<file path="src/rtl/lcd_pkg.sv">
package lcd_pkg;

    localparam logic [6:0] LCD_PORT_BASE = 7'h60;
    localparam logic [6:0] LCD_LOOP_PORT = 7'h60;

    typedef enum logic [2:0] {
        ST_CMD,
        ST_WDATA,
        ST_PWRITE,
        ST_RSKIP,
        ST_RADDR,
        ST_RREG,
        ST_RPORT,
        ST_REOP
    } lcd_state_e;

    typedef struct packed {
        lcd_state_e st;
        logic [6:0] addr;
        logic [7:0] wval;
        logic [1:0] nbytes;
        logic [7:0] sent;
        logic       err;
    } lcd_parse_t;

endpackage

</file>
<file path="src/rtl/lcd_regfile.sv">
module lcd_regfile #(
    parameter int NREGS = 8
) (
    input  logic       clk,
    input  logic       rst_n,
    input  logic       we,
    input  logic [6:0] addr,
    input  logic [7:0] wdata,
    output logic [7:0] rdata,
    output logic [7:0] limit
);
    logic [7:0] regs_q [NREGS];
    logic [7:0] regs_d [NREGS];

    for (genvar i = 0; i < NREGS; i++) begin : g_reg
        assign regs_d[i] = (we && addr == 7'(i)) ? wdata : regs_q[i];
    end

    always_ff @(posedge clk or negedge rst_n) begin
        if (!rst_n) begin
            for (int i = 0; i < NREGS; i++) regs_q[i] <= 8'h00;
        end else begin
            for (int i = 0; i < NREGS; i++) regs_q[i] <= regs_d[i];
        end
    end

    always_comb begin
        rdata = 8'h00;
        for (int i = 0; i < NREGS; i++) begin
            if (addr == 7'(i)) rdata = regs_q[i];
        end
    end

    assign limit = regs_q[NREGS-1];

endmodule

</file>
<file path="src/rtl/lcd_fifo.sv">
module lcd_fifo #(
    parameter int DEPTH = 4
) (
    input  logic       clk,
    input  logic       rst_n,
    input  logic       push,
    input  logic [7:0] push_data,
    input  logic       pop,
    output logic [7:0] head,
    output logic       full,
    output logic       empty
);
    localparam int AW = $clog2(DEPTH);

    typedef struct packed {
        logic [AW:0] wp;
        logic [AW:0] rp;
    } ptr_t;

    ptr_t       q, d;
    logic [7:0] mem_q [DEPTH];

    assign empty = (q.wp == q.rp);
    assign full  = (q.wp[AW] != q.rp[AW]) && (q.wp[AW-1:0] == q.rp[AW-1:0]);
    assign head  = mem_q[q.rp[AW-1:0]];

    always_comb begin
        d = q;
        if (push && !full) d.wp = q.wp + 1'b1;
        if (pop && !empty) d.rp = q.rp + 1'b1;
    end

    always_ff @(posedge clk or negedge rst_n) begin
        if (!rst_n) q <= '0;
        else        q <= d;
    end

    always_ff @(posedge clk) begin
        if (push && !full) mem_q[q.wp[AW-1:0]] <= push_data;
    end

endmodule

</file>
<file path="src/rtl/lcd_parser.sv">
module lcd_parser
    import lcd_pkg::*;
(
    input  logic       clk,
    input  logic       rst_n,
    input  logic       rx_valid,
    input  logic       rx_eop,
    input  logic [7:0] rx_data,
    output logic       rx_ready,
    output logic       tx_valid,
    output logic       tx_eop,
    output logic [7:0] tx_data,
    input  logic       tx_ready,
    output logic       reg_we,
    output logic [6:0] reg_addr,
    output logic [7:0] reg_wdata,
    input  logic [7:0] reg_rdata,
    input  logic [7:0] limit,
    output logic       push,
    input  logic       full,
    output logic       pop,
    input  logic [7:0] head,
    input  logic       empty,
    output logic       err_flag
);
    lcd_parse_t q, d;
    logic       rx_fire;
    logic       port_more;

    assign reg_addr  = q.addr;
    assign reg_wdata = q.wval;
    assign err_flag  = q.err;

    always_comb begin
        d        = q;
        tx_valid = 1'b0;
        tx_eop   = 1'b0;
        tx_data  = 8'h00;
        reg_we   = 1'b0;
        push     = 1'b0;
        pop      = 1'b0;

        rx_ready  = (q.st == ST_CMD) || (q.st == ST_WDATA) ||
                    (q.st == ST_PWRITE) || (q.st == ST_RSKIP);
        rx_fire   = rx_valid && rx_ready;
        port_more = (q.addr == LCD_LOOP_PORT) && !empty &&
                    ((limit == 8'h00) || (q.sent < limit));

        case (q.st)
            ST_CMD: begin
                if (rx_fire && !rx_eop) begin
                    d.addr   = rx_data[6:0];
                    d.nbytes = 2'd0;
                    d.sent   = 8'h00;
                    if (rx_data[7])                          d.st = ST_RSKIP;
                    else if (rx_data[6:0] >= LCD_PORT_BASE)  d.st = ST_PWRITE;
                    else                                     d.st = ST_WDATA;
                end
            end
            ST_WDATA: begin
                if (rx_fire) begin
                    if (rx_eop) begin
                        if (q.nbytes == 2'd1) reg_we = 1'b1;
                        else                  d.err  = 1'b1;
                        d.st = ST_CMD;
                    end else begin
                        if (q.nbytes == 2'd0) d.wval   = rx_data;
                        if (q.nbytes != 2'd2) d.nbytes = q.nbytes + 2'd1;
                    end
                end
            end
            ST_PWRITE: begin
                if (rx_fire) begin
                    if (rx_eop) d.st = ST_CMD;
                    else        push = (q.addr == LCD_LOOP_PORT) && !full;
                end
            end
            ST_RSKIP: begin
                if (rx_fire && rx_eop) d.st = ST_RADDR;
            end
            ST_RADDR: begin
                tx_valid = 1'b1;
                tx_data  = {1'b0, q.addr};
                if (tx_ready) d.st = (q.addr >= LCD_PORT_BASE) ? ST_RPORT : ST_RREG;
            end
            ST_RREG: begin
                tx_valid = 1'b1;
                tx_data  = reg_rdata;
                if (tx_ready) d.st = ST_REOP;
            end
            ST_RPORT: begin
                if (port_more) begin
                    tx_valid = 1'b1;
                    tx_data  = head;
                    if (tx_ready) begin
                        pop    = 1'b1;
                        d.sent = q.sent + 8'd1;
                    end
                end else begin
                    d.st = ST_REOP;
                end
            end
            ST_REOP: begin
                tx_valid = 1'b1;
                tx_eop   = 1'b1;
                if (tx_ready) d.st = ST_CMD;
            end
            default: d.st = ST_CMD;
        endcase
    end

    always_ff @(posedge clk or negedge rst_n) begin
        if (!rst_n) q <= '{st: ST_CMD, default: '0};
        else        q <= d;
    end

endmodule

</file>
<file path="src/rtl/lnk_cmd_decoder.sv">
module lnk_cmd_decoder #(
    parameter int NREGS      = 8,
    parameter int FIFO_DEPTH = 4
) (
    input  logic       clk,
    input  logic       rst_n,
    input  logic       rx_valid,
    input  logic       rx_eop,
    input  logic [7:0] rx_data,
    output logic       rx_ready,
    output logic       tx_valid,
    output logic       tx_eop,
    output logic [7:0] tx_data,
    input  logic       tx_ready,
    output logic       err_flag
);
    logic       reg_we;
    logic [6:0] reg_addr;
    logic [7:0] reg_wdata;
    logic [7:0] reg_rdata;
    logic [7:0] limit;
    logic       push;
    logic       pop;
    logic       full;
    logic       empty;
    logic [7:0] head;

    lcd_parser u_parser (
        .clk       (clk),
        .rst_n     (rst_n),
        .rx_valid  (rx_valid),
        .rx_eop    (rx_eop),
        .rx_data   (rx_data),
        .rx_ready  (rx_ready),
        .tx_valid  (tx_valid),
        .tx_eop    (tx_eop),
        .tx_data   (tx_data),
        .tx_ready  (tx_ready),
        .reg_we    (reg_we),
        .reg_addr  (reg_addr),
        .reg_wdata (reg_wdata),
        .reg_rdata (reg_rdata),
        .limit     (limit),
        .push      (push),
        .full      (full),
        .pop       (pop),
        .head      (head),
        .empty     (empty),
        .err_flag  (err_flag)
    );

    lcd_regfile #(.NREGS(NREGS)) u_regs (
        .clk   (clk),
        .rst_n (rst_n),
        .we    (reg_we),
        .addr  (reg_addr),
        .wdata (reg_wdata),
        .rdata (reg_rdata),
        .limit (limit)
    );

    lcd_fifo #(.DEPTH(FIFO_DEPTH)) u_port (
        .clk       (clk),
        .rst_n     (rst_n),
        .push      (push),
        .push_data (rx_data),
        .pop       (pop),
        .head      (head),
        .full      (full),
        .empty     (empty)
    );

endmodule

</file>
<file path="config.mk">
export PLATFORM = sky130hd
export DESIGN_NAME = lnk_cmd_decoder
export DESIGN_NICKNAME = d
export VERILOG_FILES = /design/src/rtl/lcd_pkg.sv /design/src/rtl/lcd_regfile.sv /design/src/rtl/lcd_fifo.sv /design/src/rtl/lcd_parser.sv /design/src/rtl/lnk_cmd_decoder.sv
export SDC_FILE = /design/constraint.sdc
export NUM_CORES = 1
export LEC_CHECK = 0
export ABC_AREA = 1
export BUFFER_PORTS_ARGS = -buffer_cell sky130_fd_sc_hd__buf_2
export CORE_AREA = 3 3 117 119
export DETAILED_ROUTE_END_ITERATION = 10
export DIE_AREA = 0 0 120 122
export PLACE_DENSITY = 0.71
export SLEW_MARGIN = 20
export SYNTH_ARGS = -nofsm -noshare
export SYNTH_HDL_FRONTEND = slang
export SYNTH_SLANG_ARGS = --single-unit
export TNS_END_PERCENT = 30
</file>
<file path="constraint.sdc">
create_clock -name clk -period 4.02 [get_ports clk]
set_input_delay 0 -clock clk [delete_from_list [all_inputs] [get_ports clk]]
set_output_delay 0 -clock clk [all_outputs]
set_load 0.05 [all_outputs]
</file>
==> results by group, run 1 <==
Global route
  • Largest net degree at the start of global routing: 56
  • Number of global-route vias before repair: 5101
  • Sum of overflow across all layers after global routing: 0
  • Global-route wire length before repair: 26620 um
  • Initial antenna violation count: 0
  • Total global-route track usage: 0.2399

CTS
  • Clock latency at the later pin of the worst-skew pair: 0.43 ns
  • Number of gates resized after cts: 0
  • Count of H-tree levels built during CTS: 4
  • Number of buffers created by CTS: 17
  • Clock root cell: sky130_fd_sc_hd__clkbuf_16
  • Clock tree from TritonCTS: yes
  • Clock tree buffer depth: 2
  • Clock sink total: 131
  • Clock-pin slew on the worst setup and hold paths: 0.05 ns
  • Postcts setup bufs: 0

Run
  • Max-cap violations: 0

Timing
  • Summed negative setup slack over all endpoints: 0 ns
  • Total count of hold-check failures in the final report: 0
  • Slew at the pin closest to its max-slew limit: 0.8349 ns
  • Rel. slew slack: 0.4413
  • Final cycle utilization of the critical path: 0.8166
  • Clock tree skew after final layout: 0.007884 ns
  • Max frequency: 0.3046 GHz
  • Setup repair after global routing missed its margin: false
  • Post-route minimum period: 3.283 ns
  • Count of final setup violators: 0
  • Max-slew violations: 0

Layout
  • Count of nets after finishing: 817
  • Area Overhead vs Synth: 14.91%
  • Final instance area: 7269 um2
  • Diode insertion count for antenna repair: 0
  • Proportion of layout cells with a drive suffix above 1: 0.08240
  • Filler cell count in the final layout: 1146
  • Number of non-filler instances in the completed layout: 973

Worst setup path
  • Cell seen most often among critical-path stages: sky130_fd_sc_hd__nand2_1
  • Cells along the critical path: clkinv_1 -> nand2_1 -> a21oi_1 -> nand2_1 -> nand2_1 -> inv_1 -> nand2_1 -> nor2_1 -> nand2_1 -> nand2_1 -> buf_2
  • Critical path arrival: 3.28 ns
  • Highest cell delay on the worst timing path: 0.70 ns
  • Largest fanout of any net on the critical path: 20
  • Kind of end point of the critical path: output port
  • Data required time of the worst path: 4.02 ns
  • Type of element launching the critical path: flip-flop
  • Max stage delay cell, worst path: sky130_fd_sc_hd__dfrtp_1
  • CP Class: reg -> out

Power and ir drop
  • Switching pwr: 1.363 mW
  • Switching Share: 0.3414
  • Internal power summed over all cells: 2.629 mW
  • Comb pwr share: 0.224
  • Areal power density over the cells: 549.1 nW/um2
  • VDD IR-drop max: 0.3264 mV
  • Clk network pwr share: 0.386
  • Reg power frac: 0.391
  • Total Power Consumption: 3.992 mW
  • Static power due to leakage: 3.323 nW

Floorplanning
  • Ports placed on the boundary: 25
  • DIE AREA: 14640 um2
  • Core ar.: 12670 um2
  • Initial core utilization: 0.4993
  • Die Span Y: 122 um
  • Number of placement rows: 41
  • Die X: 120 um

Yosys
  • Cell taking the most area after synthesis: sky130_fd_sc_hd__dfrtp_1
  • Synthesized instance count: 749
  • Average footprint of a synthesized cell: 8.446 um2
  • Proportion of synthesized chip area in sequential cells: 0.5435
  • Count of cell types in the netlist: 33
  • Synthesized net count: 778
  • Cell Area, Synth: 6326 um2
  • Number of flip-flops and latches in the synthesized netlist: 131
  • Synth area leaders: sky130_fd_sc_hd__dfrtp_1, sky130_fd_sc_hd__edfxtp_1, sky130_fd_sc_hd__nand2_1, sky130_fd_sc_hd__o21ai_0, sky130_fd_sc_hd__inv_1
  • Number of synthesis warnings: 0
  • Area share of the leading cell type in the synthesized netlist: 0.3916

Route
  • Post-detailed-route wirelength per cell: 16.94 um
  • Final routed DRC violation total: 0
  • Detailed-route wire length: 16480 um
  • Post-detailed-route count of antenna-violating nets: 0
  • Via density per instance: 5.539
  • Vias: 5389
  • Detailed-routing iteration count for the pre-antenna-repair pass: 5
  • Iter 0 DRT Violations: 715

Status
  • Result of the run: completed

Place
  • Final HPWL from detailed placement: 11510 um
  • IO buf count: 24
  • Final weighted congestion of routability-driven global placement: 0.8940
  • Cell count after placement: 931
  • Placed standard-cell area: 6593 um2

Hold path
  • Class of the tightest hold or removal check: in -> reg
## per-stage QoR
step	hold slack [ns]	utilization	setup WS [ns]
6_report	0.05783	0.5737	0.7373
5_1_grt	0.07515	0.5737	0.3763
4_1_cts	0.03031	0.5737	0.7454
3_5_place_dp	0.08529	0.5203	1.206
3_3_place_gp	0.08393	0.5203	1.306
2_1_floorplan	-0.2956	-	2.077
## sequential cells by signal, summed over array words and instances (netlist names)
signal and count:
u_regs.limit 8, u_port.q 6, u_parser.err_flag 1, u_parser.reg_wdata 8, u_parser.reg_addr 7, u_parser.q 13
u_regs.regs_q 56, u_port.mem_q 32
## placed cells by master, fill, tap and decap left out, drive strengths merged
| cell | n |
|---|---|
| mux2 | 2 |
| o22ai | 8 |
| nor2 | 69 |
| nand2 | 215 |
| clkbuf | 21 |
| xor2 | 4 |
| edfxtp | 32 |
| nand3 | 42 |
| nand4 | 11 |
| nor3b | 2 |
| o21ai | 106 |
| a21oi | 27 |
| o21a | 1 |
| nor4 | 1 |
| buf | 25 |
| inv | 78 |
| or2 | 2 |
| clkinv | 9 |
| dlygate4sd3 | 10 |
| clkinvlp | 1 |
| dfrtp | 99 |
| bufinv | 3 |
| a31o | 1 |
| xnor2 | 1 |
| nor3 | 12 |
| ha | 16 |
| a31oi | 2 |
| o31a | 1 |
## power by group through the flow
stage | sequential [mW] | combinational [mW] | clock, mW
global placement | 1.57 | 0.838 | 0
floorplan | 1.57 | 0.565 | 0
finish | 1.56 | 0.893 | 1.54
CTS | 1.56 | 0.881 | 1.55
detailed placement | 1.58 | 0.865 | 0
global route | 1.57 | 0.974 | 1.61
## layer usage
metal	global-route usage	vias up	part of all wire
met2	0.3744	207	0.46
li1	-	2539	-
met4	0.1016	0	0.027
met1	0.3277	2614	0.45
met5	0	-	0
met3	0.05014	29	0.068
## timing repair
item | 4_1_cts | 5_1_grt
hold buffers | 10 | 0
setup endpoints to repair | 0 | 0
hold endpoints to repair | 102 | 0
## cells in the mapped netlist (all sizes together)
cell type,n
xnor2,1
o22ai,8
nor2,69
edfxtp,32
a31o,1
nor4,1
xor2,4
nand4,11
ha,16
a31oi,2
nor3b,2
clkbuf,7
mux2,2
or2,2
nand2,215
o21ai,106
o31a,1
a21oi,27
o21a,1
clkinv,2
inv,78
buf,8
nand3,42
nor3,12
dfrtp,99
## cell families (layout without fill, tap and decap cells)
family / count (synthesis) / in the layout / synth area share
adder cells (fa/ha/maj): 16 / 16 / 0.03165
multiplexers: 2 / 2 / 0.003560
AND/OR/NAND/NOR: 354 / 354 / 0.2340
flip-flops: 131 / 131 / 0.5435
XOR/XNOR: 5 / 5 / 0.006922
buffers and inverters: 95 / 147 / 0.06072
AO/OA/AOI/OAI: 146 / 146 / 0.1197
## area by class of cell
| class | count | area [um2] | area share |
|---|---|---|---|
| flip-flops and latches | 131 | 3438 | 0.4730 |
| multi-input cells | 523 | 2504 | 0.3444 |
| clock buffers | 21 | 440.4 | 0.06059 |
| inverters | 80 | 305.3 | 0.04200 |
| repair buffers | 35 | 230.2 | 0.03167 |
| well taps | 172 | 215.2 | 0.02960 |
| clock inverters | 11 | 136.4 | 0.01876 |
## worst max-delay path, delay by kind of cell, from the launching register on
family	cells	cell delay (ns)
AOI/OAI and AO/OA	1	0.10
buffers and inverters	3	0.86
DFF	1	0.70
and+or+nand+nor	7	1.19
## path summary, 6_finish.rpt
check / startpoint / to / slack (ns) / cells past startpoint
worst max-delay path: u_port.q[0] / tx_data[7] / 0.74 / 11
worst min-delay path: tx_ready / u_port.q[1] / 0.06 / 5
worst max register to register: u_port.q[0] / u_port.mem_q[3][7] / 1.12 / 6
worst min register to register: u_regs.regs_q[45] / u_regs.regs_q[45] / 0.48 / 2
max in group asynchronous: rst_n / u_parser.q[6] / 2.79 / 3
min in group asynchronous: rst_n / u_regs.regs_q[50] / 0.16 / 2
(Power assumes the default switching activity.)
==> inputs of run 2 (changes only) <==
--- a/config.mk
+++ b/config.mk
@@ -5,12 +5,12 @@
 export SDC_FILE = /design/constraint.sdc
 export NUM_CORES = 1
 export LEC_CHECK = 0
-export ABC_AREA = 1
+export ABC_AREA = 0
 export BUFFER_PORTS_ARGS = -buffer_cell sky130_fd_sc_hd__buf_2
-export CORE_AREA = 3 3 117 119
+export CORE_AREA = 3 3 118 120
 export DETAILED_ROUTE_END_ITERATION = 10
-export DIE_AREA = 0 0 120 122
-export PLACE_DENSITY = 0.71
+export DIE_AREA = 0 0 121 123
+export PLACE_DENSITY = 0.73
 export SLEW_MARGIN = 20
 export SYNTH_ARGS = -nofsm -noshare
 export SYNTH_HDL_FRONTEND = slang
==> constraint.sdc (replaced) <==
create_clock -name clk -period 3 [get_ports clk]
set_input_delay 0 -clock clk [delete_from_list [all_inputs] [get_ports clk]]
set_output_delay 0 -clock clk [all_outputs]
set_load 0.05 [all_outputs]
==> run 2 against run 1 <==
Worst setup slack worse by 0.52 ns. Critical path depth fell by 3. Synthesized area is 1.7% higher. Worst hold slack hardly changed. Die area increased by 1.7%. Sequential share of layout area is 1.3 points lower. Sequential power is 52% higher. Clock skew about the same. Register-to-register slack lost 0.55 ns. Core utilization is 0.26 points lower. Combinational power grew 56%. Critical path type unchanged. Critical endpoint is now tx_data[1].
==> results by group, run 2 <==
CTS
  • Clock-pin slew on the worst setup and hold paths: 0.05 ns
  • Clock sink total: 131
  • Number of buffers created by CTS: 17
  • Count of H-tree levels built during CTS: 4
  • Clock tree from TritonCTS: yes
  • Clock root cell: sky130_fd_sc_hd__clkbuf_16
  • Postcts setup bufs: 0
  • Clock latency at the later pin of the worst-skew pair: 0.42 ns
  • Clock tree buffer depth: 2

Layout
  • Filler cell count in the final layout: 1031
  • Total area of multi-input combinational cells: 2850 um2
  • Number of flip-flops in the largest register: 56
  • Final instance area: 7473 um2
  • Area Overhead vs Synth: 16.14%
  • Register cell area after layout: 3438 um2
  • Layout Utilization: 0.5711
  • Top reg by flops: u_regs.regs_q
  • Most common cell after layout, fill and taps aside: sky130_fd_sc_hd__dfrtp_1
  • Proportion of layout cells with a drive suffix above 1: 0.3351
  • Commonest non-fill, non-tap cells in the layout: sky130_fd_sc_hd__dfrtp_1, sky130_fd_sc_hd__mux2_2, sky130_fd_sc_hd__edfxtp_1
  • Diode insertion count for antenna repair: 0
  • Count of nets after finishing: 568

Worst setup path
  • Critical path arrival: 2.78 ns
  • Cell depth of the worst flop-to-flop path: 5
  • Type of element launching the critical path: flip-flop
  • Setup slack of the worst register-to-register path: 0.57 ns
  • Data required time of the worst path: 3.00 ns
  • Reg-to-Reg End: u_port.mem_q[3][5]
  • Largest fanout of any net on the critical path: 9
  • CP Class: reg -> out
  • Worst reg2reg path startpoint: u_parser.reg_addr[2]
  • Kind of end point of the critical path: output port

Power and ir drop
  • Areal power density over the cells: 774.6 nW/um2
  • Clk network pwr share: 0.350
  • Reg power frac: 0.409
  • VDD IR-drop max: 0.5532 mV
  • Switching Share: 0.3403
  • Comb pwr share: 0.241
  • Switching pwr: 1.970 mW
  • Static power due to leakage: 3.296 nW
  • Internal power summed over all cells: 3.819 mW

Route
  • Vias: 4278
  • Via density per instance: 5.876
  • Detailed-routing iteration count for the pre-antenna-repair pass: 5
  • Post-detailed-route wirelength per cell: 19.95 um
  • Detailed-route wire length: 14520 um
  • Iter 0 DRT Violations: 299
  • Final routed DRC violation total: 0
  • Post-detailed-route count of antenna-violating nets: 0

Yosys
  • Number of synthesis warnings: 0
  • Synthesized instance count: 491
  • Area share of the leading cell type in the synthesized netlist: 0.3850
  • Count of flip-flops with a built-in enable after synthesis: 32
  • Synthesized net count: 520
  • Post-synth top cells: sky130_fd_sc_hd__dfrtp_1, sky130_fd_sc_hd__mux2_2, sky130_fd_sc_hd__edfxtp_1
  • Async S/R FF share, synth: 0.7557
  • Cell Area, Synth: 6435 um2
  • Average footprint of a synthesized cell: 13.11 um2
  • Count of cell types in the netlist: 65
  • Number of flip-flops and latches in the synthesized netlist: 131
  • Proportion of synthesized chip area in sequential cells: 0.5343
  • Cell taking the most area after synthesis: sky130_fd_sc_hd__dfrtp_1
  • Primary FF master, synth: sky130_fd_sc_hd__dfrtp_1
  • Synth area leaders: sky130_fd_sc_hd__dfrtp_1, sky130_fd_sc_hd__mux2_2, sky130_fd_sc_hd__edfxtp_1, sky130_fd_sc_hd__mux4_2, sky130_fd_sc_hd__ha_1
  • Most numerous cell in the Yosys netlist: sky130_fd_sc_hd__dfrtp_1

Floorplanning
  • Core ar.: 13090 um2
  • DIE AREA: 14880 um2
  • Initial core utilization: 0.4918
  • Die Span Y: 123 um
  • Number of placement rows: 42
  • Ports placed on the boundary: 25
  • Die X: 121 um

Timing
  • Count of final setup violators: 0
  • Clock tree skew after final layout: 0.007819 ns
  • Rel. slew slack: 0.3684
  • Setup repair after global routing missed its margin: false
  • Hold Worst Slack: 0.05757 ns
  • Post-route minimum period: 2.784 ns
  • Max frequency: 0.3592 GHz
  • Summed negative setup slack over all endpoints: 0 ns
  • Max-slew violations: 0
  • Total count of hold-check failures in the final report: 0
  • Slew at the pin closest to its max-slew limit: 0.9474 ns
  • Final cycle utilization of the critical path: 0.9281

Hold path
  • Class of the tightest hold or removal check: in -> reg
  • Cell count of the worst hold path: 3
  • Startpoint of the worst hold path: rx_eop
  • Capture endpoint of the worst hold path: u_parser.q[9]

Place
  • IO buf count: 24
  • Placed standard-cell area: 6789 um2
  • Final HPWL from detailed placement: 10080 um
  • Final weighted congestion of routability-driven global placement: 0.8910

Global route
  • Sum of overflow across all layers after global routing: 0
  • Number of global-route vias before repair: 4359
  • Total global-route track usage: 0.2109
  • Initial antenna violation count: 0
  • Largest net degree at the start of global routing: 74
  • Global-route wire length before repair: 23690 um

Run
  • Max-cap violations: 0

Status
  • Result of the run: completed
run 2: cell count changes in the layout (fill, tap and decap cells not counted), moves of 8 or more:
cell,previous run,this run
sky130_fd_sc_hd__nor2b_1,0,8
sky130_fd_sc_hd__o21ai_0,105,14
sky130_fd_sc_hd__mux4_2,0,14
sky130_fd_sc_hd__mux2_2,2,86
sky130_fd_sc_hd__a21oi_1,27,18
sky130_fd_sc_hd__inv_1,78,14
sky130_fd_sc_hd__nand3_1,42,25
sky130_fd_sc_hd__nand2_1,213,30
sky130_fd_sc_hd__buf_4,2,16
sky130_fd_sc_hd__nor2_1,67,10
run 2: stage by stage:
step | power [mW] | setup WS, ns | std cells
floorplan | 3.278 | 0.6390 | 491
global placement | 3.717 | 0.5729 | 686
detailed placement | 3.760 | 0.5190 | 686
CTS | 5.798 | 0.05586 | 728
global route | 6.038 | 0.03493 | 728
finish | 5.789 | 0.2158 | 728
run 2: repair_timing:
action                                 4_1_cts  5_1_grt
setup endpoints to repair                    0        3
endpoints found under the hold margin      122        0
hold buffers                                10        0
resized for setup                            0        2
run 2: metal layers:
layer  GRT usage  share of wire  up-vias
li1            -              -     1937
met1      0.2863           0.44     2209
met2      0.3394           0.50      117
met3     0.05306          0.043       15
met4     0.06161          0.011        0
met5           0              0        -
run 2: cells by family after synthesis:
| family | Yosys count | synth area share |
|---|---|---|
| simple gates | 129 | 0.1196 |
| buf+inv | 34 | 0.02391 |
| fa+ha+maj | 16 | 0.03111 |
| xor+xnor | 8 | 0.01089 |
| mux | 105 | 0.2098 |
| flops | 131 | 0.5343 |
| compound gates | 68 | 0.07039 |
run 2: area by class of cell:
cell class / instances / area share
sequential: 131 / 0.4601
tap: 176 / 0.02947
multi-input combinational: 326 / 0.3814
timing repair buffer: 49 / 0.04487
clock buffer: 20 / 0.05843
inverter: 14 / 0.007032
clock inverter: 12 / 0.01875
run 2: worst max-delay path, stage by stage, from the launching register on:
cell and delay [ns]:
sky130_fd_sc_hd__dfrtp_1 0.42, sky130_fd_sc_hd__ha_1 0.34, sky130_fd_sc_hd__a211oi_1 0.22, sky130_fd_sc_hd__nand2_1 0.10, sky130_fd_sc_hd__o31a_1 0.32, sky130_fd_sc_hd__a21o_1 0.31, sky130_fd_sc_hd__nor2_4 0.20, sky130_fd_sc_hd__a21o_1 0.18
sky130_fd_sc_hd__buf_2 0.27
run 2: worst max path at each step:
stage | start | end | cells after the start
global route | u_parser.q[7] | tx_data[6] | 8
finish | u_parser.q[7] | tx_data[1] | 8
global placement | u_parser.q[7] | tx_data[1] | 8
floorplan | u_parser.q[7] | tx_valid | 7
CTS | u_parser.q[7] | tx_data[1] | 8
detailed placement | u_parser.q[7] | tx_data[1] | 8
run 2: power groups by stage:
stage	combinational (mW)	sequential [mW]	clock (mW)
final	1.39	2.37	2.03
after global routing	1.51	2.39	2.14
after CTS	1.39	2.35	2.05
after detailed placement	1.37	2.39	0
after global placement	1.34	2.37	0
after floorplan	1.09	2.19	0
==> inputs of run 3 (changes only) <==
--- a/config.mk
+++ b/config.mk
@@ -7,10 +7,10 @@
 export LEC_CHECK = 0
 export ABC_AREA = 0
 export BUFFER_PORTS_ARGS = -buffer_cell sky130_fd_sc_hd__buf_2
-export CORE_AREA = 3 3 118 120
+export CORE_AREA = 3 3 124 126
 export DETAILED_ROUTE_END_ITERATION = 10
-export DIE_AREA = 0 0 121 123
-export PLACE_DENSITY = 0.73
+export DIE_AREA = 0 0 127 129
+export PLACE_DENSITY = 0.68
 export SLEW_MARGIN = 20
 export SYNTH_ARGS = -nofsm -noshare
 export SYNTH_HDL_FRONTEND = slang
==> run 3 against run 2 <==
Routed wire length grew 1.3%. Global-route usage shrank 1.7 points. Non-clock buffer count shrank 2. Highest routed layer unchanged.
==> results by group, run 3 (same netlist as run 2, synthesis figures left out) <==
Timing
  • Count of final setup violators: 0
  • Setup repair after global routing missed its margin: false
  • Rel. slew slack: 0.5540
  • Max frequency: 0.3579 GHz
  • Hold Worst Slack: 0.02943 ns
  • Slew at the pin closest to its max-slew limit: 0.6690 ns
  • Max-slew violations: 0
  • Final cycle utilization of the critical path: 0.9313
  • Post-route minimum period: 2.794 ns
  • Total count of hold-check failures in the final report: 0
  • Summed negative setup slack over all endpoints: 0 ns
  • Clock tree skew after final layout: 0.01196 ns

Layout
  • Proportion of layout cells with a drive suffix above 1: 0.3418
  • Most common cell after layout, fill and taps aside: sky130_fd_sc_hd__dfrtp_1
  • Top reg by flops: u_regs.regs_q
  • Commonest non-fill, non-tap cells in the layout: sky130_fd_sc_hd__dfrtp_1, sky130_fd_sc_hd__mux2_2, sky130_fd_sc_hd__edfxtp_1
  • Area Overhead vs Synth: 16.41%
  • Filler cell count in the final layout: 1195
  • Number of flip-flops in the largest register: 56
  • Count of nets after finishing: 566
  • Diode insertion count for antenna repair: 0

Global route
  • Largest net degree at the start of global routing: 52
  • Global-route wire length before repair: 24180 um
  • Sum of overflow across all layers after global routing: 0
  • Initial antenna violation count: 0
  • Total global-route track usage: 0.1939
  • Number of global-route vias before repair: 4480

Route
  • Vias: 4245
  • Post-detailed-route wirelength per cell: 20.04 um
  • Top sig layer: met4
  • Final routed DRC violation total: 0
  • Detailed-routing iteration count for the pre-antenna-repair pass: 5
  • Wire length on met3: 630 um
  • Detailed-route wire length: 14710 um
  • Met2 WL post-DR: 7290 um
  • Via density per instance: 5.783
  • Wl on met1: 6462 um
  • Iter 0 DRT Violations: 345
  • Post-detailed-route count of antenna-violating nets: 0

Worst setup path
  • Worst reg2reg path startpoint: u_parser.reg_addr[2]
  • Reg-to-Reg End: u_port.mem_q[3][0]
  • Critical path arrival: 2.79 ns
  • Type of element launching the critical path: flip-flop
  • Data required time of the worst path: 3.00 ns
  • Highest cell delay on the worst timing path: 0.43 ns
  • Cell seen most often among critical-path stages: sky130_fd_sc_hd__a21o_1
  • Cells along the critical path: ha_1 -> a211oi_1 -> nand2_1 -> o31a_1 -> a21o_1 -> nor2_2 -> a21o_1 -> buf_2
  • Kind of end point of the critical path: output port
  • Cell depth of the worst flop-to-flop path: 5
  • CP Class: reg -> out
  • Setup slack of the worst register-to-register path: 0.62 ns
  • Max stage delay cell, worst path: sky130_fd_sc_hd__dfrtp_1
  • Largest fanout of any net on the critical path: 9

Floorplanning
  • Ports placed on the boundary: 25
  • Core ar.: 14420 um2
  • Initial core utilization: 0.4461
  • Number of placement rows: 44
  • Die Span Y: 129 um
  • DIE AREA: 16380 um2
  • Die X: 127 um

Hold path
  • Class of the tightest hold or removal check: in -> reg
  • Cell count of the worst hold path: 3
  • Capture endpoint of the worst hold path: u_parser.q[9]
  • Startpoint of the worst hold path: rx_eop

Status
  • Result of the run: completed

Place
  • IO buf count: 24
  • Final weighted congestion of routability-driven global placement: 0.8738
  • Final HPWL from detailed placement: 10060 um

Power and ir drop
  • VDD IR-drop max: 0.4538 mV
  • Areal power density over the cells: 779.6 nW/um2
  • Static power due to leakage: 3.285 nW

CTS
  • Clock latency at the later pin of the worst-skew pair: 0.43 ns
  • Postcts setup bufs: 0
  • Clock root cell: sky130_fd_sc_hd__clkbuf_16
  • Number of buffers created by CTS: 17
  • Count of H-tree levels built during CTS: 4
  • Clock-pin slew on the worst setup and hold paths: 0.06 ns
  • Clock tree from TritonCTS: yes
  • Clock tree buffer depth: 2
  • Clock sink total: 131

Run
  • Max-cap violations: 0
-- run 3: how the worst max path moves through the flow --
stage	startpoint	to	depth (start not counted)
floorplan	u_parser.q[7]	tx_valid	7
global placement	u_regs.limit[6]	tx_data[1]	9
detailed placement	u_parser.q[7]	tx_data[7]	8
CTS	u_parser.q[7]	tx_data[1]	8
global route	u_regs.limit[6]	tx_data[7]	9
finish	u_parser.q[7]	tx_data[1]	8
-- run 3: power breakdown --
group	switching (mW)	internal, mW	total [mW]	leakage [nW]
clock network	0.824	1.25	2.08	0.270
logic	0.873	0.547	1.42	1.43
registers	0.359	1.99	2.34	1.59
-- run 3: through the flow --
step | area [um2] | worst slack (ns) | std cells | utilization | power, mW
5_1_grt | 7491 | 0.03037 | 734 | 0.5193 | 6.074
3_5_place_dp | 6797 | 0.5578 | 692 | 0.4712 | 3.777
2_1_floorplan | 6435 | 0.6390 | 491 | - | 3.278
6_report | 7491 | 0.2062 | 734 | 0.5193 | 5.840
4_1_cts | 7488 | 0.08829 | 734 | 0.5192 | 5.868
3_3_place_gp | 6797 | 0.5753 | 692 | 0.4712 | 3.722
-- run 3: final cells by class --
type,instances,area (um2),share of cell area
tap,184,230.2,0.03073
timing repair buffer,47,332.8,0.04443
clock buffer,18,439.2,0.05863
inverter,14,52.55,0.007015
sequential,131,3438,0.4590
multi-input combinational,326,2845,0.3798
clock inverter,14,152.6,0.02038
-- run 3: layer usage --
layer  GRT usage  vias up
met5           0        -
met4     0.08265        0
met3     0.04898       27
met2      0.3126      112
met1      0.2509     2172
li1            -     1934
-- run 3: worst max-delay path: cells and delay by family, from the launching register on --
kind | cells | cell delay, ns
AO/OA/AOI/OAI | 4 | 0.99
adder cells (fa/ha/maj) | 1 | 0.32
buffers and inverters | 1 | 0.27
flip-flops | 1 | 0.43
AND/OR/NAND/NOR | 2 | 0.36
-- run 3: what timing repair did --
action / CTS / global route
endpoints found under the setup margin: 0 / 3
endpoints found under the hold margin: 101 / 0
resized for setup: 0 / 1
hold buffers: 10 / 0
